### src/rtl/rngf_pkg.sv
package rngf_pkg;
    localparam int DATA_W  = 32;
    localparam int ADDR_W  = 8;
    localparam int KEY_W   = 24;

    localparam logic [KEY_W-1:0]  CTRL_KEY = 24'h524E47;
    localparam logic [ADDR_W-1:0] OFF_CTRL = 8'h00;
    localparam logic [ADDR_W-1:0] OFF_MODE = 8'h04;
    localparam logic [ADDR_W-1:0] OFF_STAT = 8'h1C;
    localparam logic [ADDR_W-1:0] OFF_DATA = 8'h50;

    typedef enum logic [2:0] {
        SEL_NONE,
        SEL_CTRL,
        SEL_MODE,
        SEL_STAT,
        SEL_DATA
    } reg_sel_e;

    typedef struct packed {
        logic en;
        logic half;
    } cfg_t;

    typedef struct packed {
        logic              ready;
        logic [DATA_W-1:0] word;
    } out_t;

    function automatic reg_sel_e decode(input logic [ADDR_W-1:0] a);
        reg_sel_e s;
        case (a)
            OFF_CTRL: s = SEL_CTRL;
            OFF_MODE: s = SEL_MODE;
            OFF_STAT: s = SEL_STAT;
            OFF_DATA: s = SEL_DATA;
            default:  s = SEL_NONE;
        endcase
        return s;
    endfunction

    function automatic logic key_match(input logic [KEY_W-1:0] k);
        return k == CTRL_KEY;
    endfunction
endpackage

### src/rtl/rngf_ctrl.sv
module rngf_ctrl
    import rngf_pkg::*;
(
    input  logic             clk,
    input  logic             rst,
    input  logic             wr,
    input  reg_sel_e         sel,
    input  logic [KEY_W-1:0] key_field,
    input  logic             lsb,
    output cfg_t             cfg
);
    cfg_t cfg_q;

    always_ff @(posedge clk) begin
        if (rst) begin
            cfg_q <= '0;
        end else if (wr) begin
            if (sel == SEL_CTRL && key_match(key_field))
                cfg_q.en <= lsb;
            if (sel == SEL_MODE)
                cfg_q.half <= lsb;
        end
    end

    assign cfg = cfg_q;
endmodule

### src/rtl/rngf_pacer.sv
module rngf_pacer
    import rngf_pkg::*;
#(
    parameter int PERIOD = 84
) (
    input  logic clk,
    input  logic rst,
    input  cfg_t cfg,
    output logic tick
);
    localparam int CNT_W = $clog2(2 * PERIOD);
    localparam logic [CNT_W-1:0] LIM_NORM = CNT_W'(PERIOD - 1);
    localparam logic [CNT_W-1:0] LIM_HALF = CNT_W'(2 * PERIOD - 1);

    logic [CNT_W-1:0] cnt_q;
    logic [CNT_W-1:0] limit;

    assign limit = cfg.half ? LIM_HALF : LIM_NORM;
    assign tick  = cfg.en && (cnt_q >= limit);

    always_ff @(posedge clk) begin
        if (rst || !cfg.en)
            cnt_q <= '0;
        else if (tick)
            cnt_q <= '0;
        else
            cnt_q <= cnt_q + 1'b1;
    end
endmodule

### src/rtl/rngf_capture.sv
module rngf_capture
    import rngf_pkg::*;
(
    input  logic              clk,
    input  logic              rst,
    input  logic              tick,
    input  logic              clr,
    input  logic [DATA_W-1:0] ent_word,
    input  logic              ent_valid,
    output out_t              out
);
    logic [DATA_W-1:0] pool_q;
    logic [DATA_W-1:0] fresh;
    out_t              out_q;

    assign fresh = ent_valid ? ent_word : pool_q;

    always_ff @(posedge clk) begin
        if (rst) begin
            pool_q <= '0;
            out_q  <= '0;
        end else begin
            if (ent_valid)
                pool_q <= ent_word;
            if (tick) begin
                out_q.word  <= fresh;
                out_q.ready <= 1'b1;
            end else if (clr) begin
                out_q.ready <= 1'b0;
            end
        end
    end

    assign out = out_q;
endmodule

### src/rtl/rngf_top.sv
module rngf_top
    import rngf_pkg::*;
#(
    parameter int PERIOD = 84
) (
    input  logic              clk,
    input  logic              rst,
    input  logic [ADDR_W-1:0] bus_addr,
    input  logic              bus_we,
    input  logic [DATA_W-1:0] bus_wdata,
    input  logic              bus_re,
    output logic [DATA_W-1:0] bus_rdata,
    input  logic [DATA_W-1:0] ent_word,
    input  logic              ent_valid
);
    reg_sel_e sel;
    cfg_t     cfg;
    out_t     out;
    logic     tick;
    logic     stat_rd;

    assign sel     = decode(bus_addr);
    assign stat_rd = bus_re && (sel == SEL_STAT);

    rngf_ctrl u_ctrl (
        .clk       (clk),
        .rst       (rst),
        .wr        (bus_we),
        .sel       (sel),
        .key_field (bus_wdata[DATA_W-1:DATA_W-KEY_W]),
        .lsb       (bus_wdata[0]),
        .cfg       (cfg)
    );

    rngf_pacer #(.PERIOD(PERIOD)) u_pacer (
        .clk  (clk),
        .rst  (rst),
        .cfg  (cfg),
        .tick (tick)
    );

    rngf_capture u_cap (
        .clk       (clk),
        .rst       (rst),
        .tick      (tick),
        .clr       (stat_rd),
        .ent_word  (ent_word),
        .ent_valid (ent_valid),
        .out       (out)
    );

    always_comb begin
        bus_rdata = '0;
        if (bus_re) begin
            case (sel)
                SEL_CTRL: bus_rdata[0] = cfg.en;
                SEL_MODE: bus_rdata[0] = cfg.half;
                SEL_STAT: bus_rdata[0] = out.ready;
                SEL_DATA: bus_rdata    = out.word;
                default:  bus_rdata    = '0;
            endcase
        end
    end
endmodule

### config.mk
export PLATFORM = sky130hd
export DESIGN_NAME = rngf_top
export DESIGN_NICKNAME = d
export VERILOG_FILES = /design/src/rtl/rngf_pkg.sv /design/src/rtl/rngf_ctrl.sv /design/src/rtl/rngf_pacer.sv /design/src/rtl/rngf_capture.sv /design/src/rtl/rngf_top.sv
export SDC_FILE = /design/constraint.sdc
export NUM_CORES = 1
export LEC_CHECK = 0
export ABC_AREA = 1
export BUFFER_PORTS_ARGS = -buffer_cell sky130_fd_sc_hd__buf_2
export CORE_MARGIN = 10
export CORE_UTILIZATION = 45
export CTS_CLUSTER_SIZE = 24
export DETAILED_ROUTE_END_ITERATION = 16
export PLACE_DENSITY_LB_ADDON = 0.3
export RECOVER_POWER = 100
export SYNTH_ARGS = -nofsm -noshare
export SYNTH_HDL_FRONTEND = slang
export SYNTH_HIERARCHICAL = 1
export SYNTH_SLANG_ARGS = --single-unit
### constraint.sdc
create_clock -name clk -period 5.3 [get_ports clk]
set_input_delay 0.265 -clock clk [delete_from_list [all_inputs] [get_ports clk]]
set_output_delay 0.265 -clock clk [all_outputs]
set_load 0.005 [all_outputs]
==> impl_metrics.py, run 1 <==
metrics = {
    "clocking": {
        "cts_hold_buf": 0,
        "post-cts-setup-buffers": 0,
        "cts_root_buf": "clkbuf_8",
        "cts_made_buffers": 9,
        "clock_sinks": 75,
        "cts.clk_slew.worst_paths_ns": 0.07,
        "cts_tree": "built",
        "htree_levels": 3,
        "clk_latency_ns": 0.34,
        "post_cts_resize_count": 0,
        "cts_max_path_buffers": 2,
    },
    "cells_and_area": {
        "area_growth_syn_to_layout_pct": 13.7,
        "fin_util_pct": 52.3,
        "fin_cells": 777,
        "layout-drive-gt1-share_pct": 19.7,
        "diodes": 0,
        "nets": 747,
        "nFillCells": 893,
    },
    "grt": {
        "grt_pass1_wl_microns": 14900,
        "grt_pass1_vias": 3392,
        "grt_overflow_total": 0,
        "antenna_found_initial": 0,
        "grtUsageTotal_pct": 13.7,
        "grt_max_degree": 68,
    },
    "place": {
        "dp.cells": 761,
        "dp_hpwl_microns": 6330,
        "place.gp.congestion": 0.806,
        "place_ws_ns": 2.70,
        "io_buffer_count": 101,
    },
    "setup_path": {
        "critPathLaunchType": "register",
        "crit_path_end": "u_cap/out[10]$_SDFFE_PP0P_",
        "path_max_fanout": 44,
        "startpoint": "u_ctrl/cfg[0]$_SDFFE_PP0P_",
        "timing.rr.end": "u_cap/out[10]$_SDFFE_PP0P_",
        "path_class": "reg -> reg",
        "r2r_start": "u_ctrl/cfg[0]$_SDFFE_PP0P_",
        "critPathArrivalTime_ns": 3.95,
        "worstPathRequired_ns": 5.60,
        "r2r_cells": 11,
        "r2r_slack_ns": 1.64,
        "end_kind": "register",
    },
    "flow_run": {
        "max-cap-violations": 4,
    },
    "synth": {
        "synth_top_cell_by_area": "dfxtp_1",
        "synth-warning-count": 6,
        "syn-num-nets": 658,
        "synth_area_sq_um": 3970,
        "ys_ff_latch": 75,
        "postSynthCellCount": 575,
        "synth_top_area_share_pct": 37.8,
        "ys_types": 25,
        "synthTopCellsByArea": "dfxtp_1, nand2_1, inv_1",
        "yosysSeqAreaShare_pct": 37.8,
        "syn_avg_cell_area_sq_um": 6.91,
    },
    "die": {
        "dieArea_sq_um": 13000,
        "die_h_microns": 114,
        "core-area_sq_um": 8640,
        "io_pins": 109,
        "start_util_pct": 46.0,
        "fp.dieW_microns": 114,
        "rows": 34,
    },
    "sta": {
        "slew_headroom_pct": -91.4,
        "finalSetupViolCount": 0,
        "fin_crit_sh_pct": 69.0,
        "min_period_ns": 3.66,
        "clock_skew_ns": 0.00683,
        "layout_setup_ws_ns": 1.64,
        "tightest_slew_ns": 2.87,
        "slew_viol_final": 180,
        "rsz0062_at_grt": "false",
        "tns_ns": 0,
        "hold_slack_ns": 0.190,
        "timing.fmax_ghz": 0.273,
        "finalHoldViolations": 0,
    },
    "drt": {
        "antenna_left": 0,
        "totalWireLength_microns": 8860,
        "first_pass_iters": 5,
        "drt_iter0_drc": 154,
        "vias": 3532,
        "drc": 0,
        "avgRoutedWirePerCell_microns": 11.4,
        "viasPerCell": 4.55,
    },
    "worst_hold_path": {
        "hp-class": "in -> reg",
    },
    "power_and_ir_drop": {
        "p_per_area_nw_per_um2": 240,
        "leakagePower_nw": 2.02,
        "vdd_ir_drop_max_mv": 0.162,
    },
    "outcome": {
        "violations": "max-capacitance violations, max-slew violations",
        "status": "complete, but fails checks",
    },
}
[Yosys cell counts]
master and n:
inv_6 1, ha_1 6, buf_4 5, xnor2_1 3
nand3b_1 1, nand2_4 1, buf_2 9, clkbuf_1 1
o21bai_1 1, nor3_1 1, nor2_4 24, dfxtp_1 75
buf_12 2, nor2_2 14, nand2_1 127, nand4_4 1
a31oi_1 1, nand3_2 1, nor2_1 95, nand2_2 20
a21oi_1 37, nand3_1 41, buf_6 7, inv_1 100
o21ai_0 1
[layer usage]
layer | GRT usage (%) | vias to the layer above | share of wire (%)
met5 | 0 | - | 0
met4 | 5.18 | 0 | 1.3
met3 | 4.51 | 9 | 5.8
met2 | 24.0 | 69 | 49
met1 | 14.9 | 1568 | 44
li1 | - | 1886 | -
[cells in the final DEF (no fill, tap or decap)]
| cell type | n |
|---|---|
| nand2_1 | 144 |
| inv_1 | 100 |
| nor2_1 | 96 |
| dfxtp_1 | 75 |
| buf_2 | 73 |
| nand3_1 | 41 |
| a21oi_1 | 37 |
| clkbuf_1 | 30 |
| nor2_4 | 23 |
| nor2_2 | 14 |
| clkbuf_8 | 10 |
| ha_1 | 6 |
| nand2_2 | 4 |
| clkinv_2 | 3 |
| xnor2_1 | 3 |
| nand3_2 | 1 |
| bufinv_16 | 1 |
| clkinvlp_4 | 1 |
| inv_6 | 1 |
| nand3b_1 | 1 |
| nor3_1 | 1 |
| o21ai_0 | 1 |
| a31oi_4 | 1 |
| nand4_1 | 1 |
| o21bai_1 | 1 |
[worst min-delay path by stage]
stage                                            from                     endpoint  cells after the start
after detailed placement  u_cap/pool_q[23]$_SDFF_PP0_  u_cap/pool_q[23]$_SDFF_PP0_                      2
after floorplan                          bus_wdata[0]   u_ctrl/cfg[0]$_SDFFE_PP0P_                      2
after global routing                     ent_word[18]  u_cap/pool_q[18]$_SDFF_PP0_                      3
final                                    bus_wdata[0]   u_ctrl/cfg[0]$_SDFFE_PP0P_                      3
after CTS                                ent_word[23]  u_cap/pool_q[23]$_SDFF_PP0_                      3
after global placement    u_cap/pool_q[25]$_SDFF_PP0_  u_cap/pool_q[25]$_SDFF_PP0_                      2
[power breakdown]
group           total, W  internal (W)  switching [W]  leakage, nW
registers       0.000580      0.000576     0.00000345        0.610
logic          0.0000773     0.0000322      0.0000451         1.31
clock network   0.000429      0.000228       0.000201       0.0991
total            0.00109      0.000837       0.000249         2.02
[flip-flops by register name, summed over array words and instances (netlist names)]
| register | count |
|---|---|
| u_pacer/cnt_q | 8 |
| u_cap/pool_q | 32 |
| u_cap/out | 33 |
| u_ctrl/cfg | 2 |
[stage by stage]
step	total power (W)	instance area, sq um
CTS	0.00110	4620
global placement	0.000671	4430
finish	0.00109	4520
global route	0.00114	4520
detailed placement	0.000674	4430
floorplan	0.000643	3970
[worst max-delay path, stage by stage, from the launching register on]
cell	delay, ns
dfxtp_1	0.42
inv_1	0.12
ha_1	0.31
nand2_1	0.07
nor2_1	0.13
nand2_2	0.09
a31oi_4	0.54
clkbuf_1	1.44
nor2_1	0.17
nor2_1	0.19
nand2_1	0.09
inv_1	0.05
[final cells by class]
| class | instances | area, sq um | share of cell area, % |
|---|---|---|---|
| Clock buffer | 11 | 141 | 3.13 |
| Sequential cell | 75 | 1500 | 33.3 |
| Clock inverter | 5 | 52.6 | 1.16 |
| Timing Repair Buffer | 102 | 474 | 10.5 |
| Inverter | 101 | 384 | 8.51 |
| Tap cell | 108 | 135 | 2.99 |
| Multi-Input combinational cell | 375 | 1830 | 40.5 |
[cell families after synthesis]
kind of cell | count (synthesis) | share of synthesized area, %
simple gates | 326 | 39.7
buf+inv | 125 | 14.8
flops | 75 | 37.8
compound gates | 40 | 5.13
fa+ha+maj | 6 | 1.89
xor+xnor | 3 | 0.662
Note: power is estimated with default switching activity, not from simulation.
==> run 2: changes to the inputs <==
- clock period: 5.3 -> 3.1 ns (I/O delays scaled with it)
==> run 2 against run 1 <==
The flow now finishes without violations. Largest power group unchanged. Critical endpoint is now u_cap/out[27]$_SDFFE_PP0P_. Setup slack worse by 0.98 ns. Highest routed layer unchanged. Largest cell class unchanged. Sequential cell count stayed put. Non-clock buffer count is 4 higher.
==> impl_metrics.py, run 2 (synthesis results as in run 1) <==
metrics = {
    "sta": {
        "finalSetupViolCount": 0,
        "tns_ns": 0,
        "slew_viol_final": 0,
        "clock_skew_ns": 0.00799,
        "fin_crit_sh_pct": 78.7,
        "rsz0062_at_grt": "false",
        "slew_headroom_pct": 6.35,
        "layout_setup_ws_ns": 0.662,
        "hold_slack_ns": 0.0896,
        "timing.fmax_ghz": 0.410,
        "tightest_slew_ns": 1.40,
        "finalHoldViolations": 0,
        "min_period_ns": 2.44,
    },
    "drt": {
        "vias": 3554,
        "antenna_left": 0,
        "viasPerCell": 4.55,
        "totalWireLength_microns": 8970,
        "avgRoutedWirePerCell_microns": 11.5,
        "drt_iter0_drc": 139,
        "first_pass_iters": 4,
        "drc": 0,
    },
    "setup_path": {
        "path_delay_family": "buffers and inverters",
        "path_max_fanout": 20,
        "path_class": "reg -> reg",
        "crit_buf_inv": 3,
        "end_kind": "register",
        "cpMostUsedCell": "nor2_1",
        "worstPathRequired_ns": 3.39,
        "critPathSlowestCell": "clkbuf_1",
        "max_stage_delay_ns": 0.72,
        "r2r_start": "u_ctrl/cfg[0]$_SDFFE_PP0P_",
        "timing.rr.end": "u_cap/out[27]$_SDFFE_PP0P_",
        "critPathLaunchType": "register",
        "r2r_slack_ns": 0.66,
        "cp_cell_sequence": "inv_1, ha_1, nand2_1, nor2_1, nand2_2, a31oi_1, clkbuf_1, nor2_1, nor2_1, nand2_1, inv_1",
        "r2r_cells": 11,
        "critPathArrivalTime_ns": 2.72,
    },
    "die": {
        "rows": 34,
        "fp.dieW_microns": 114,
        "io_pins": 109,
        "die_h_microns": 114,
        "core-area_sq_um": 8640,
        "dieArea_sq_um": 13000,
        "start_util_pct": 46.0,
    },
    "clocking": {
        "clock_sinks": 75,
        "cts_hold_buf": 0,
        "post_cts_resize_count": 0,
        "htree_levels": 3,
        "cts.clk_slew.worst_paths_ns": 0.07,
        "post-cts-setup-buffers": 0,
        "cts_root_buf": "clkbuf_8",
        "cts_max_path_buffers": 2,
        "cts_tree": "built",
        "clk_latency_ns": 0.34,
        "cts_made_buffers": 9,
    },
    "place": {
        "dp_hpwl_microns": 6570,
        "place.gp.congestion": 0.802,
        "io_buffer_count": 101,
        "place_ws_ns": 0.980,
    },
    "power_and_ir_drop": {
        "vdd_ir_drop_max_mv": 0.200,
        "leakagePower_nw": 2.07,
        "finalPower_w": 0.00180,
        "p_per_area_nw_per_um2": 399,
    },
    "cells_and_area": {
        "nets": 751,
        "final_common_cell": "nand2_1",
        "area_growth_syn_to_layout_pct": 13.5,
        "diodes": 0,
        "mostFrequentLayoutCells": "nand2_1, nor2_1, inv_1, buf_2, dfxtp_1",
        "largest_register_ffs": 33,
        "layout-drive-gt1-share_pct": 21.0,
    },
    "grt": {
        "grt_max_degree": 51,
        "grtUsageTotal_pct": 14.2,
        "antenna_found_initial": 0,
        "grt_pass1_wl_microns": 15600,
        "grt_overflow_total": 0,
        "grt_pass1_vias": 3671,
    },
    "worst_hold_path": {
        "worstHoldStart": "bus_wdata[0]",
        "holdPathStages": 3,
        "min_to": "u_ctrl/cfg[0]$_SDFFE_PP0P_",
        "hp-class": "in -> reg",
    },
    "flow_run": {
        "max-cap-violations": 0,
    },
    "outcome": {
        "status": "finished clean",
    },
}
[run 2: changes by cell type in the layout (fill, tap and decap cells not counted), moves of 2 or more]
| cell | previous run | this run |
|---|---|---|
| buf_2 | 73 | 81 |
| nor2_4 | 23 | 21 |
| nand2_1 | 144 | 137 |
| nor2_1 | 96 | 102 |
| nand2_2 | 4 | 11 |
| clkbuf_1 | 30 | 25 |
| buf_4 | 0 | 3 |
| nor2_2 | 14 | 10 |
[run 2: worst max path at each step]
stage | to | from | cells after the start
after floorplan | u_cap/out[10]$_SDFFE_PP0P_ | u_ctrl/cfg[0]$_SDFFE_PP0P_ | 11
after global placement | u_cap/out[13]$_SDFFE_PP0P_ | u_ctrl/cfg[0]$_SDFFE_PP0P_ | 10
after detailed placement | u_cap/out[9]$_SDFFE_PP0P_ | u_ctrl/cfg[0]$_SDFFE_PP0P_ | 11
after CTS | u_cap/out[19]$_SDFFE_PP0P_ | u_ctrl/cfg[0]$_SDFFE_PP0P_ | 11
after global routing | u_cap/out[27]$_SDFFE_PP0P_ | u_ctrl/cfg[0]$_SDFFE_PP0P_ | 11
final | u_cap/out[27]$_SDFFE_PP0P_ | u_ctrl/cfg[0]$_SDFFE_PP0P_ | 11
[run 2: cell type report]
type / count / area (sq um)
Inverter: 101 / 384
Fill cell: 876 / 4130
Clock inverter: 2 / 10.0
Timing Repair Buffer: 106 / 510
Multi-Input combinational cell: 375 / 1800
Tap cell: 108 / 135
Sequential cell: 75 / 1500
Clock buffer: 14 / 163
[run 2: where the power goes]
| group | switching, W | internal [W] |
|---|---|---|
| Combinational | 0.0000802 | 0.0000564 |
| Sequential | 0.00000657 | 0.000985 |
| Clock | 0.000336 | 0.000333 |
[run 2: stage by stage]
step / cells / area [sq um] / utilization [%]
final: 781 / 4510 / 52.2
after global routing: 781 / 4510 / 52.2
after CTS: 781 / 4630 / 53.7
after detailed placement: 765 / 4460 / 51.7
after global placement: 765 / 4460 / 51.7
after floorplan: 575 / 3970 / -
[run 2: worst reg2reg max path: cells and delay by family, from the launching register on]
| family | cells | cell delay (ns) |
|---|---|---|
| flip-flops | 1 | 0.43 |
| AND/OR/NAND/NOR | 6 | 0.61 |
| AO/OA/AOI/OAI | 1 | 0.17 |
| adder cells (fa/ha/maj) | 1 | 0.31 |
| buffers and inverters | 3 | 0.90 |
[run 2: per-layer routing]
metal  share of wire, %  global-route usage, %  routed length, microns
met2                 49                   25.0                    4410
met1                 44                   15.8                    3920
met5                  0                      0                       0
met4                1.7                   6.35                     150
met3                5.5                   3.57                     493
